===== src/rtl/lcd_pacer_pkg.sv =====
package lcd_pacer_pkg;

   localparam int FLAG_W  = 1;
   localparam int BYTE_W  = 8;
   localparam int FRAME_W = FLAG_W + BYTE_W;

   typedef enum logic [2:0] {
      ST_HOLD  = 3'd0,
      ST_LOAD  = 3'd1,
      ST_SHIFT = 3'd2,
      ST_GAP   = 3'd3,
      ST_IDLE  = 3'd4
   } pacer_state_e;

endpackage


===== src/rtl/pause_timer.sv =====
module pause_timer #(
   parameter int CNT_LOG2 = 23
) (
   input  logic clk,
   input  logic rst,
   input  logic en_i,
   output logic done_o,
   output logic late_half_o
);
   localparam int CW = CNT_LOG2 + 1;
   localparam logic [CW-1:0] ONE = CW'(1);

   logic [CW-1:0] cnt_q;
   logic          done_q;

   initial assert (CNT_LOG2 >= 2) else $error("pause_timer: CNT_LOG2 must be at least 2");

   always_ff @(posedge clk) begin
      if (rst || !en_i) begin
         cnt_q  <= '0;
         done_q <= 1'b0;
      end else if (cnt_q[CNT_LOG2]) begin
         cnt_q  <= '0;
         done_q <= 1'b1;
      end else begin
         cnt_q  <= cnt_q + ONE;
         done_q <= 1'b0;
      end
   end

   assign done_o      = done_q;
   assign late_half_o = cnt_q[CNT_LOG2] | cnt_q[CNT_LOG2-1] | done_q;

   // done is one cycle wide and only follows the terminal count
   p_done_single_r4: assert property (@(posedge clk) disable iff (rst)
      done_q |=> !done_q);
   p_done_from_top_r4: assert property (@(posedge clk) disable iff (rst)
      $rose(done_q) |-> $past(cnt_q[CNT_LOG2]));
   // removing the enable clears the counter and forces done low
   p_idle_clear_r4: assert property (@(posedge clk) disable iff (rst)
      !en_i |=> (!done_q && cnt_q == '0));

endmodule


===== src/rtl/cmd_list_rom.sv =====
module cmd_list_rom #(
   parameter int                     NUM_CMDS  = 2,
   parameter int                     IDX_W     = 2,
   parameter logic [NUM_CMDS*8-1:0]  CMD_BYTES = 16'h0311,
   parameter logic [NUM_CMDS-1:0]    CMD_FLAGS = '0
) (
   input  logic [IDX_W-1:0]                    idx_i,
   output logic [lcd_pacer_pkg::FRAME_W-1:0]   frame_o
);
   import lcd_pacer_pkg::*;

   localparam int TBL = 1 << IDX_W;

   logic [FRAME_W-1:0] table_w [TBL];

   initial assert (TBL > NUM_CMDS) else $error("cmd_list_rom: IDX_W too narrow");

   for (genvar i = 0; i < TBL; i++) begin : g_entry
      if (i < NUM_CMDS) begin : g_used
         assign table_w[i] = {CMD_FLAGS[i], CMD_BYTES[i*BYTE_W +: BYTE_W]};
      end else begin : g_pad
         assign table_w[i] = '0;
      end
   end

   assign frame_o = table_w[idx_i];

endmodule


===== src/rtl/frame_shifter.sv =====
module frame_shifter #(
   parameter int FRAME_W = 9
) (
   input  logic               clk,
   input  logic               rst,
   input  logic               load_i,
   input  logic [FRAME_W-1:0] data_i,
   input  logic               shift_i,
   output logic               msb_o,
   output logic               last_o
);
   localparam int BC_W = $clog2(FRAME_W);
   localparam logic [BC_W-1:0] LAST = BC_W'(FRAME_W - 1);
   localparam logic [BC_W-1:0] ONE  = BC_W'(1);

   logic [FRAME_W-1:0] sh_q;
   logic [BC_W-1:0]    bc_q;

   initial assert (FRAME_W >= 2) else $error("frame_shifter: FRAME_W must be at least 2");

   always_ff @(posedge clk) begin
      if (rst) begin
         sh_q <= '0;
         bc_q <= '0;
      end else if (load_i) begin
         sh_q <= data_i;
         bc_q <= '0;
      end else if (shift_i) begin
         sh_q <= {sh_q[FRAME_W-2:0], 1'b0};
         bc_q <= bc_q + ONE;
      end
   end

   assign msb_o  = sh_q[FRAME_W-1];
   assign last_o = (bc_q == LAST);

   // never shift beyond the ninth bit of a frame
   p_no_overrun_r3: assert property (@(posedge clk) disable iff (rst)
      last_o |-> !shift_i);
   // load and shift never collide
   p_load_xor_shift_r3: assert property (@(posedge clk) disable iff (rst)
      !(load_i && shift_i));

endmodule


===== src/rtl/lcd_cmd_pacer.sv =====
module lcd_cmd_pacer #(
   parameter int                     PAUSE_LOG2 = 23,
   parameter int                     RST_HOLD   = 16,
   parameter int                     NUM_CMDS   = 2,
   parameter logic [NUM_CMDS*8-1:0]  CMD_BYTES  = 16'h0311,
   parameter logic [NUM_CMDS-1:0]    CMD_FLAGS  = '0
) (
   input  logic clk,
   input  logic rst,
   output logic lcd_sck_o,
   output logic lcd_sda_o,
   output logic lcd_cs_n_o,
   output logic lcd_rst_n_o,
   output logic list_done_o
);
   import lcd_pacer_pkg::*;

   localparam int IDX_W  = $clog2(NUM_CMDS + 1);
   localparam int HOLD_W = $clog2(RST_HOLD + 1);
   localparam logic [IDX_W-1:0]  IDX_END   = IDX_W'(NUM_CMDS);
   localparam logic [IDX_W-1:0]  IDX_ONE   = IDX_W'(1);
   localparam logic [HOLD_W-1:0] HOLD_LAST = HOLD_W'(RST_HOLD - 1);
   localparam logic [HOLD_W-1:0] HOLD_ONE  = HOLD_W'(1);

   initial assert (RST_HOLD >= 1 && NUM_CMDS >= 1 && PAUSE_LOG2 >= 2)
      else $error("lcd_cmd_pacer: parameter out of range");

   pacer_state_e        state_q;
   logic [HOLD_W-1:0]   hold_q;
   logic [IDX_W-1:0]    idx_q;
   logic                cs_n_q;
   logic                rst_n_q;
   logic                done_q;

   logic                tmr_en, tmr_done, tmr_half;
   logic                load_go, shift_go, sh_msb, sh_last;
   logic [FRAME_W-1:0]  rom_frame;

   assign tmr_en   = (state_q == ST_LOAD) || (state_q == ST_SHIFT) || (state_q == ST_GAP);
   assign shift_go = (state_q == ST_SHIFT) && tmr_done && !sh_last;
   assign load_go  = (state_q == ST_LOAD) ||
                     ((state_q == ST_GAP) && tmr_done && (idx_q != IDX_END));

   pause_timer #(.CNT_LOG2(PAUSE_LOG2)) u_timer (
      .clk         (clk),
      .rst         (rst),
      .en_i        (tmr_en),
      .done_o      (tmr_done),
      .late_half_o (tmr_half)
   );

   cmd_list_rom #(
      .NUM_CMDS  (NUM_CMDS),
      .IDX_W     (IDX_W),
      .CMD_BYTES (CMD_BYTES),
      .CMD_FLAGS (CMD_FLAGS)
   ) u_rom (
      .idx_i   (idx_q),
      .frame_o (rom_frame)
   );

   frame_shifter #(.FRAME_W(FRAME_W)) u_shift (
      .clk     (clk),
      .rst     (rst),
      .load_i  (load_go),
      .data_i  (rom_frame),
      .shift_i (shift_go),
      .msb_o   (sh_msb),
      .last_o  (sh_last)
   );

   always_ff @(posedge clk) begin
      if (rst) begin
         state_q <= ST_HOLD;
         hold_q  <= '0;
         idx_q   <= '0;
         cs_n_q  <= 1'b1;
         rst_n_q <= 1'b0;
         done_q  <= 1'b0;
      end else begin
         done_q <= 1'b0;
         case (state_q)
            ST_HOLD: begin
               if (hold_q == HOLD_LAST) begin
                  rst_n_q <= 1'b1;
                  state_q <= ST_LOAD;
               end else begin
                  hold_q <= hold_q + HOLD_ONE;
               end
            end
            ST_LOAD: begin
               cs_n_q  <= 1'b0;
               state_q <= ST_SHIFT;
            end
            ST_SHIFT: begin
               if (tmr_done && sh_last) begin
                  cs_n_q  <= 1'b1;
                  idx_q   <= idx_q + IDX_ONE;
                  state_q <= ST_GAP;
               end
            end
            ST_GAP: begin
               if (tmr_done) begin
                  if (idx_q == IDX_END) begin
                     done_q  <= 1'b1;
                     state_q <= ST_IDLE;
                  end else begin
                     cs_n_q  <= 1'b0;
                     state_q <= ST_SHIFT;
                  end
               end
            end
            ST_IDLE: ;
            default: state_q <= ST_HOLD;
         endcase
      end
   end

   assign lcd_cs_n_o  = cs_n_q;
   assign lcd_rst_n_o = rst_n_q;
   assign list_done_o = done_q;
   assign lcd_sck_o   = (state_q == ST_SHIFT) && tmr_half;
   assign lcd_sda_o   = sh_msb && !cs_n_q;

   // reset drives the idle values
   p_reset_values_r1: assert property (@(posedge clk)
      rst |=> (lcd_cs_n_o && !lcd_rst_n_o && !list_done_o && !lcd_sck_o));
   // no frame while the panel is held in reset
   p_frame_after_release_r2: assert property (@(posedge clk) disable iff (rst)
      !lcd_cs_n_o |-> lcd_rst_n_o);
   // clock only toggles inside a frame
   p_sck_in_frame_r5: assert property (@(posedge clk) disable iff (rst)
      lcd_sck_o |-> !lcd_cs_n_o);
   // data quiet when deselected
   p_sda_quiet_r6: assert property (@(posedge clk) disable iff (rst)
      lcd_cs_n_o |-> !lcd_sda_o);
   // completion pulse is one cycle and leaves chip select high
   p_done_pulse_r8: assert property (@(posedge clk) disable iff (rst)
      list_done_o |=> (!list_done_o && lcd_cs_n_o));

endmodule


===== config.mk =====
export PLATFORM = sky130hd
export DESIGN_NAME = lcd_cmd_pacer
export DESIGN_NICKNAME = d
export VERILOG_FILES = /design/src/rtl/lcd_pacer_pkg.sv /design/src/rtl/pause_timer.sv /design/src/rtl/cmd_list_rom.sv /design/src/rtl/frame_shifter.sv /design/src/rtl/lcd_cmd_pacer.sv
export SDC_FILE = /design/constraint.sdc
export NUM_CORES = 1
export LEC_CHECK = 0
export CAP_MARGIN = 20
export CORE_ASPECT_RATIO = 1.25
export CORE_MARGIN = 5
export CORE_UTILIZATION = 45
export CTS_CLUSTER_SIZE = 16
export DETAILED_ROUTE_END_ITERATION = 12
export PLACE_DENSITY = 0.58
export SLEW_MARGIN = 20
export SYNTH_ARGS = -nofsm -noshare
export SYNTH_HDL_FRONTEND = slang
export SYNTH_SLANG_ARGS = --single-unit

===== constraint.sdc =====
create_clock -name clk -period 2.1 [get_ports clk]
set_input_delay 0.21 -clock clk [delete_from_list [all_inputs] [get_ports clk]]
set_output_delay 0.21 -clock clk [all_outputs]
set_load 0.01 [all_outputs]

==> impl_metrics.py <==
metrics = {
    "setup_path": {
        "critPathMaxFanout": 8,
        "cp.arrival_ns": 1.69,
        "required_ns": 1.89,
        "crit_chain": "buf_4, o311a_1, clkdlybuf4s50_1",
        "crit_family": "buffers and inverters",
        "worstSetupEndpointType": "primary output",
        "crit_slowest_cell": "clkdlybuf4s50_1",
        "crit_path_start_kind": "flip-flop",
        "worst-path-buf-inv": 2,
        "max_stage_delay_ns": 0.54,
        "path_class": "reg -> out",
    },
    "die": {
        "fp.coreArea_um2": 4800,
        "start_util_pct": 47.1,
        "die_y_um": 89.3,
        "rows": 28,
        "die-area_um2": 6550,
        "die_w_um": 73.4,
        "io_pins": 7,
    },
    "detailed_routing": {
        "drc": 0,
        "dr_total_vias": 1765,
        "wirelength_um": 4050,
        "wire_per_inst_um": 12.4,
        "drtIter0Drc": 52,
        "drt_first_pass_iters": 4,
        "vias_per_cell": 5.38,
        "antenna_left": 0,
    },
    "clock_tree": {
        "h-tree-depth": 2,
        "clock_latency_ns": 0.30,
        "cts_made_buffers": 5,
        "cts_setup_buffers": 0,
        "clkTransAtPathRegs_ns": 0.09,
        "cts_buffer_depth": 2,
        "ctsResizeCount": 0,
        "cts_root_buf": "clkbuf_8",
        "cts_tree": "yes",
        "postCtsHoldBufs": 0,
        "cts.sinks": 51,
    },
    "logic_synthesis": {
        "synthTopCellsByCount": "dfxtp_1, nand2_1, nor2_1, a21oi_1",
        "synth_nets": 264,
        "synthTopCellsByArea": "dfxtp_1, nand2_1, xor2_1, ha_1, nor2_1",
        "yosysTopAreaCell": "dfxtp_1",
        "synth_top_family_by_area": "simple AND/OR/NAND/NOR gates",
        "synth.most_common_cell": "dfxtp_1",
        "synth_simple_gate_area_share_pct": 27.7,
        "synth_fa_ha_area_share_pct": 4.43,
        "synth_top_area_share_pct": 45.2,
        "muxShareOfSynthArea_pct": 0.443,
        "synth_xor_area_share_pct": 6.59,
        "ys.flop_type": "dfxtp_1",
        "yosys_warnings": 0,
        "syn_area_per_cell_um2": 8.90,
        "yosysSeqAreaShare_pct": 45.2,
        "synth-compound-area-share_pct": 12.2,
        "syn_area_um2": 2260,
        "synth_edf_count": 0,
        "ys_types": 48,
        "synthCells": 254,
        "async_flop_share_pct": 0,
        "synth_seq_cells": 51,
    },
    "power": {
        "powerDensity_nw_per_um2": 701,
        "ir_drop_mv": 0.324,
        "leakagePower_uw": 0.000873,
    },
    "global_route": {
        "grt_pass1_vias": 1729,
        "grt_max_degree": 18,
        "overflow": 0,
        "grt_util_all_layers_pct": 14.6,
        "antenna_found_initial": 0,
        "grt_pass1_wl_um": 7560,
    },
    "sta": {
        "maxSlewHeadroom_pct": 77.2,
        "setup_viol": 0,
        "rsz0062_at_grt": "no",
        "drv_slew": 0,
        "final_hold_viol_count": 0,
        "layout_min_cycle_time_ns": 1.90,
        "final.setup.tns_ns": 0,
        "max_freq_mhz": 525,
        "min_period_over_period_pct": 90.6,
        "fin_skew_ns": 0.00358,
        "tightest_slew_ns": 0.337,
    },
    "layout": {
        "diodes": 0,
        "area.growth.synth_to_final_pct": 11.7,
        "drive_gt1_share_pct": 9.70,
        "post-route-util_pct": 52.6,
        "nNetsFinal": 277,
    },
    "placed_design": {
        "numPortBuffers": 6,
        "gp_congestion": 0.723,
        "dp_hpwl_um": 2900,
    },
    "min_path": {
        "hold_class": "reg -> reg",
    },
    "status": {
        "status": "completed",
    },
    "run": {
        "max_cap_viol_count": 0,
    },
}
registers in the layout (all words and copies together) (netlist names):
signal	count
lcd_rst_n_o	1
hold_q	5
u_timer.done_o	1
u_timer.cnt_q	24
u_shift.bc_q	4
state_q	3
idx_q	2
u_shift.sh_q	9
lcd_cs_n_o	1
list_done_o	1
worst min-delay path, stage by stage (launching register included):
cell and delay [ns]:
dfxtp_1 0.32, nand2_1 0.05, a21oi_1 0.05
layout make-up:
class,instances,area [um^2]
timing repair buffer,17,143
sequential,51,1020
clock buffer,7,96.3
multi-input combinational,186,1160
tap,60,75.1
inverter,6,22.5
clock inverter,1,7.51
fill,443,2270
path summary, 6_finish.rpt:
check                                             startpoint                            to  slack [ns]  cells past startpoint
worst max-delay path                 state_q[1]$_SDFFE_PP0P_                     lcd_sck_o        0.20                      3
worst min-delay path            u_shift.sh_q[4]$_SDFFE_PP0P_  u_shift.sh_q[5]$_SDFFE_PP0P_        0.46                      2
worst max register to register   u_timer.cnt_q[0]$_SDFF_PP0_  u_timer.cnt_q[22]$_SDFF_PP0_        0.37                      5
worst min register to register  u_shift.sh_q[4]$_SDFFE_PP0P_  u_shift.sh_q[5]$_SDFFE_PP0P_        0.46                      2
power breakdown:
part	internal, uW	switching [uW]
Sequential	994	25.1
Combinational	65.0	69.2
Clock	300	317
routing by layer:
metal  vias to the layer above  part of all wire [%]  GRT usage [%]
met1                       815                    48           17.0
met5                         -                     0              0
met4                         0                   1.4           6.43
met2                        14                    48           25.5
met3                         5                   2.4           3.04
li1                        931                     -              -
logic make-up after synthesis:
family                     after synthesis
buffers and inverters                   17
and+or+nand+nor                        118
xor gates and xnor gates                17
muxes                                    1
DFF                                     51
AOI/OAI and AO/OA                       42
adders and majority gates                8
cells in the final DEF (no fill, tap or decap), types with 4 or more instances in the layout:
| master | instances |
|---|---|
| dfxtp_1 | 51 |
| nand2_1 | 32 |
| nor2_1 | 26 |
| a21oi_1 | 18 |
| nand3_1 | 12 |
| xor2_1 | 12 |
| buf_4 | 11 |
| nand4_1 | 9 |
| or4_1 | 8 |
| ha_1 | 8 |
| clkbuf_8 | 7 |
| inv_1 | 6 |
| clkdlybuf4s50_1 | 6 |
| xnor2_1 | 5 |
| o31ai_1 | 5 |
| and3_1 | 4 |
| nor3_1 | 4 |
through the flow:
| step | instance area [um^2] | setup slack (ns) | power [uW] | std cells | hold slack, ns |
|---|---|---|---|---|---|
| final | 2530 | 0.197 | 1770 | 328 | 0.457 |
| after global placement | 2420 | 0.170 | 1180 | 320 | 0.440 |
| after global routing | 2530 | 0.0662 | 1880 | 328 | 0.495 |
| after floorplan | 2260 | 0.343 | 1130 | 254 | 0.391 |
| after detailed placement | 2420 | 0.148 | 1180 | 320 | 0.446 |
| after CTS | 2530 | 0.178 | 1810 | 328 | 0.460 |
(Power assumes the default switching activity.)
